===== config.mk =====
export PLATFORM = sky130hd
export DESIGN_NAME = supply_mon_router
export DESIGN_NICKNAME = d
export VERILOG_FILES = /design/src/rtl/vmon_pkg.sv /design/src/rtl/vmon_sync.sv /design/src/rtl/vmon_deglitch.sv /design/src/rtl/vmon_event.sv /design/src/rtl/vmon_ctl_reg.sv /design/src/rtl/supply_mon_router.sv
export SDC_FILE = /design/constraint.sdc
export NUM_CORES = 1
export LEC_CHECK = 0
export BUFFER_PORTS_ARGS = -buffer_cell sky130_fd_sc_hd__clkbuf_2
export CAP_MARGIN = 20
export CORE_MARGIN = 2
export CORE_UTILIZATION = 53
export CTS_CLUSTER_DIAMETER = 80
export DETAILED_ROUTE_END_ITERATION = 16
export PLACE_DENSITY = 0.78
export REMOVE_ABC_BUFFERS = 1
export SKIP_LAST_GASP = 1
export SLEW_MARGIN = 40
export SYNTH_ARGS = -nofsm -noshare
export SYNTH_HDL_FRONTEND = slang
export SYNTH_HIERARCHICAL = 1
export SYNTH_SLANG_ARGS = --single-unit

===== constraint.sdc =====
create_clock -name clk -period 2.6 [get_ports clk]
set_input_delay 0 -clock clk [delete_from_list [all_inputs] [get_ports clk]]
set_output_delay 0 -clock clk [all_outputs]
set_load 0.01 [all_outputs]

===== src/rtl/vmon_pkg.sv =====
package vmon_pkg;

  localparam int DGSEL_W = 3;
  localparam int THR_W   = 2;

  // Field order defines the bit layout of ctl_q and cfg_wdata[7:0].
  typedef struct packed {
    logic [DGSEL_W-1:0] dgsel;     // [7:5]
    logic [THR_W-1:0]   thr;       // [4:3]
    logic               lowpwr;    // [2]
    logic               rst_mode;  // [1]
    logic               en;        // [0]
  } vmon_ctl_t;

  localparam int CTL_W   = $bits(vmon_ctl_t);
  localparam int CLR_BIT = CTL_W;

endpackage


===== src/rtl/vmon_sync.sv =====
module vmon_sync #(
  parameter int STAGES = 2
) (
  input  logic clk,
  input  logic rst,
  input  logic d_in,
  output logic q_out
);

  logic [STAGES-1:0] sh_q;

  always_ff @(posedge clk) begin
    if (rst) sh_q <= '0;
    else     sh_q <= {sh_q[STAGES-2:0], d_in};
  end

  assign q_out = sh_q[STAGES-1];

endmodule


===== src/rtl/vmon_deglitch.sv =====
module vmon_deglitch #(
  parameter int BASE_LOG2 = 2,
  parameter int SEL_W     = 3
) (
  input  logic             clk,
  input  logic             rst,
  input  logic             en,
  input  logic             slow_tick,
  input  logic             lvl_sync,
  input  logic [SEL_W-1:0] sel,
  output logic             filt_q,
  output logic             filt_nx
);

  localparam int NCODES    = 2 ** SEL_W;
  localparam int MAX_SHIFT = BASE_LOG2 + NCODES - 2;
  localparam int CNT_W     = MAX_SHIFT + 1;

  // Required run length for each select code; code 0 uses slow sampling.
  logic [CNT_W-1:0] len_tab [NCODES];

  genvar g;
  generate
    for (g = 0; g < NCODES; g++) begin : g_len
      if (g == 0) begin : g_slow
        assign len_tab[g] = '0;
      end else begin : g_cnt
        assign len_tab[g] = CNT_W'(1) << (BASE_LOG2 + g - 1);
      end
    end
  endgenerate

  logic [CNT_W-1:0] cnt_q, cnt_nx;
  logic [CNT_W:0]   cnt_inc;
  logic             differ;

  assign differ  = (lvl_sync != filt_q);
  assign cnt_inc = {1'b0, cnt_q} + 1'b1;

  always_comb begin
    cnt_nx  = '0;
    filt_nx = filt_q;
    if (!en) begin
      filt_nx = 1'b0;
    end else if (sel == '0) begin
      if (slow_tick) filt_nx = lvl_sync;
    end else if (differ) begin
      if (cnt_inc >= {1'b0, len_tab[sel]}) filt_nx = lvl_sync;
      else                                 cnt_nx  = cnt_inc[CNT_W-1:0];
    end
  end

  always_ff @(posedge clk) begin
    if (rst) begin
      cnt_q  <= '0;
      filt_q <= 1'b0;
    end else begin
      cnt_q  <= cnt_nx;
      filt_q <= filt_nx;
    end
  end

endmodule


===== src/rtl/vmon_event.sv =====
module vmon_event (
  input  logic clk,
  input  logic rst,
  input  logic en,
  input  logic rst_mode,
  input  logic filt_q,
  input  logic filt_nx,
  input  logic clr,
  output logic status,
  output logic reset_req,
  output logic irq,
  output logic flag
);

  logic flag_q, irq_hold_q, upd;

  assign upd = en && (filt_nx != filt_q);

  always_ff @(posedge clk) begin
    if (rst) begin
      flag_q     <= 1'b0;
      irq_hold_q <= 1'b0;
    end else begin
      if (upd)      flag_q <= 1'b1;   // hardware set wins
      else if (clr) flag_q <= 1'b0;
      if (!en)                       irq_hold_q <= 1'b0;
      else if (!rst_mode && filt_nx) irq_hold_q <= 1'b1;
    end
  end

  assign status    = en & filt_q;
  assign reset_req = en & rst_mode & filt_q;
  assign irq       = en & irq_hold_q;
  assign flag      = flag_q;

endmodule


===== src/rtl/vmon_ctl_reg.sv =====
module vmon_ctl_reg
  import vmon_pkg::*;
(
  input  logic      clk,
  input  logic      rst,
  input  logic      we,
  input  logic      unlock,
  input  vmon_ctl_t wdata,
  output vmon_ctl_t ctl_q
);

  always_ff @(posedge clk) begin
    if (rst)               ctl_q <= '0;
    else if (we && unlock) ctl_q <= wdata;
  end

endmodule


===== src/rtl/supply_mon_router.sv =====
module supply_mon_router
  import vmon_pkg::*;
#(
  parameter int BASE_LOG2   = 2,
  parameter int SYNC_STAGES = 2
) (
  input  logic               clk,
  input  logic               rst,
  input  logic               slow_tick,
  input  logic               cmp_raw,
  input  logic               unlock,
  input  logic               cfg_we,
  input  logic [CTL_W:0]     cfg_wdata,
  output logic [CTL_W-1:0]   ctl_q,
  output logic               status,
  output logic               reset_req,
  output logic               irq,
  output logic               event_flag
);

  vmon_ctl_t wr_ctl, ctl_s;
  logic      lvl_sync, filt_q, filt_nx, clr;

  assign wr_ctl = vmon_ctl_t'(cfg_wdata[CTL_W-1:0]);
  assign clr    = cfg_we & cfg_wdata[CLR_BIT];
  assign ctl_q  = ctl_s;

  vmon_ctl_reg u_ctl (
    .clk   (clk),
    .rst   (rst),
    .we    (cfg_we),
    .unlock(unlock),
    .wdata (wr_ctl),
    .ctl_q (ctl_s)
  );

  vmon_sync #(.STAGES(SYNC_STAGES)) u_sync (
    .clk  (clk),
    .rst  (rst),
    .d_in (cmp_raw),
    .q_out(lvl_sync)
  );

  vmon_deglitch #(.BASE_LOG2(BASE_LOG2), .SEL_W(DGSEL_W)) u_dg (
    .clk      (clk),
    .rst      (rst),
    .en       (ctl_s.en),
    .slow_tick(slow_tick),
    .lvl_sync (lvl_sync),
    .sel      (ctl_s.dgsel),
    .filt_q   (filt_q),
    .filt_nx  (filt_nx)
  );

  vmon_event u_evt (
    .clk      (clk),
    .rst      (rst),
    .en       (ctl_s.en),
    .rst_mode (ctl_s.rst_mode),
    .filt_q   (filt_q),
    .filt_nx  (filt_nx),
    .clr      (clr),
    .status   (status),
    .reset_req(reset_req),
    .irq      (irq),
    .flag     (event_flag)
  );

endmodule


==> metrics <==
outcome finished clean; worst vdd ir 0.342 mV; combinational share of power 14.1%; drt pass-1 iters 4; # setup viols final 0; DRC Markers 0; final antenna-violating net count 0; Register Area 447 um^2; post-route clock skew 0.00288 ns; grt met1 use 24.5%; Num CTS Buffers 3; synthesized flop and latch total 22; ys flop type dfxtp_1; largest family of logic cells by synthesized area simple AND/OR/NAND/NOR gates; maxcap violations 0; Total GRT Usage 18.8%; grt total ovfl 0; mux cell area share after synthesis 1.59%; total chip power 0.000622 W; total die area 2790 um^2; Die Y 52.8 um; sequential area share after synthesis 34.9%; Final Wtd Congestion 0.778; clk root buf clkbuf_4; period utilisation layout 94.8%; Synth area leaders dfxtp_1 (35%), ha_1 (7.9%), nand3_1 (4.8%); row cnt 17; WL/cell 12.6 um; crit end category flip-flop; initial cell density of the core 56.5%; Tightest Pin Transition 0.316 ns; Reg2Reg Depth 12; Antenna Cells 0; Synth area leader dfxtp_1; top-area cell type share of the netlist area 34.9%; critical path's slowest cell dfxtp_4; first-pass GRT wire length 3.92 mm; Vias/cell 5.15; area occupied by multi-input gates 741 um^2; CP Cell Sequence and3_1, nand3_2, nor2_1, xor2_1, ha_1, a211oi_2, nand2_1, o21ai_2, a21oi_2, mux2i_2, xnor2_1, o32ai_2; area delta synth->final 21.9%; setup slack, reg-to-reg 0.13 ns; kind of critical path flip-flop to flip-flop; Post-synth EDFFs 0; # nets final 197; most frequent cells in the layout clkbuf_2 (26), dfxtp_1 (19), nand3_1 (12); final core utilization 68.9%; Mapped Area 1260 um^2; hold depth 3; antenna violations before repair 0; LEAKAGE 0.636 nW; io pins 27; Reg clk slew, reported paths 0.12 ns; Starting DRT DRC Count 18; CTS sink cnt 22; Die Wd 52.8 um; Post-Place Cells 186; Slew Limit Headroom 78.9%; met2 usage 31.7%; FILL cells 168; asr flop ratio synth 0%; post-place instance area 1370 um^2; WL final 2.54 mm; Worst EP arrival 2.66 ns; final std cells w/o fill 201; syn avg cell area 9.22 um^2; Buffers on Ports 26; Pwr per Cell Area 404 nW/um^2; share of cells above drive strength 1 30.6%; Critical Path Start Type flip-flop; min Tclk post-route 2.47 ns; crit-path max cell delay 0.39 ns; Post-Synth Adder-Cell Area 7.93%; busiest layer in global routing met2; Vias 1,036; HP Class primary input to flip-flop; Sequential Power Share 55.9%; CP required 2.80 ns; Synth Area in Simple Gates 25.4%; Final Hold Viols 0; vias in the first global route 943; switch share 23.8%; CTS max path bufs 2; DP HPWL 1.70 mm; Core Footprint 2230 um^2; Cells after Synth 137; Net Switching 0.000148 W; met3 global-route usage 2.57%; Max H-tree Level 1; Compound-Gate Fraction of Synth Area 15.7%; YS warnings 6; largest net degree at the start of global routing 18; post-synthesis cell type count 39; TritonCTS clock tree built; fin area 1540 um^2; Int Pwr 0.000474 W; CP max FO 4; commonest non-fill, non-tap cell in the layout clkbuf_2; xor/xnor cell area share of the yosys netlist 6.24%; Slew Limit Fails 0; Clk pwr share 29.9%; clk_lat worst skew 0.30 ns; Max Fclk 406 MHz
[cell families after synthesis]
group           after synthesis
simple gates                 57
compound gates               25
flops                        22
buf+inv                      14
xor+xnor                      9
fa+ha+maj                     8
mux                           2
[cells in the mapped netlist, types with 2 or more instances]
cell type  number
buf_2           2
nand2_1         9
mux2i_1         2
xnor2_1         6
nor2_1          9
nor2b_1         8
a21oi_1         8
a21oi_2         2
ha_1            8
a21bo_2         3
buf_6           3
and3_1          2
nand3_1        12
xor2_1          3
inv_1           6
nor3_1          2
a21bo_1         5
dfxtp_1        22
and2_1          3
nand3b_1        3
[power by group through the flow]
stage          sequential (W)  clock, W  combinational [W]
2_1_floorplan        0.000362         0          0.0000330
3_3_place_gp         0.000356         0          0.0000701
3_5_place_dp         0.000357         0          0.0000720
4_1_cts              0.000349  0.000193          0.0000830
5_1_grt              0.000349  0.000209          0.0000951
6_report             0.000348  0.000186          0.0000879
[worst max-delay path: cells and delay by family, from the launching register on]
family	cells	cell delay (ns)
DFF	1	0.39
muxes	1	0.24
and+or+nand+nor	4	0.49
AOI/OAI and AO/OA	4	0.59
adders and majority gates	1	0.28
xor gates and xnor gates	2	0.36
[sequential cells by signal, summed over array words and instances (netlist names)]
signal,flops
u_evt/irq_hold_q,1
u_dg/filt_q,1
u_evt/flag,1
u_sync/sh_q,2
u_dg/cnt_q,9
u_ctl/ctl_q,8
[final cells by class]
class                   instances  area share [%]
clock buffers                   4            2.36
repair buffers                 40            16.7
well taps                      28            2.28
flip-flops and latches         22            29.0
multi-input cells             101            48.1
inverters                       6            1.46
[what timing repair did]
item / in CTS / in global routing
hold buffers: 9 / 0
setup buffers: 0 / 2
hold endpoints to repair: 9 / 0
resized for setup: 0 / 9
endpoints found under the setup margin: 0 / 2
[metal layers]
layer  wire length, um  part of all wire, %
met1              1150                   45
met2              1280                   50
met3                97                  3.8
met4                14                 0.55
met5                 0                    0
[worst paths after layout]
| kind | startpoint | to |
|---|---|---|
| min reg2reg | u_evt/irq_hold_q | u_evt/irq_hold_q |
| max | u_dg/cnt_q[0] | u_evt/flag |
| max reg2reg | u_dg/cnt_q[0] | u_evt/flag |
| min | cfg_wdata[8] | u_evt/flag |
[stage by stage]
stage	TNS (ns)	setup WS [ns]	hold WS, ns
6_report	0	0.134	0.0379
2_1_floorplan	0	0.252	0.0691
3_3_place_gp	0	0.206	0.213
3_5_place_dp	0	0.0919	0.219
5_1_grt	-0.0452	-0.0452	0.0223
4_1_cts	0	0.0735	0.0301
(Power assumes the default switching activity.)
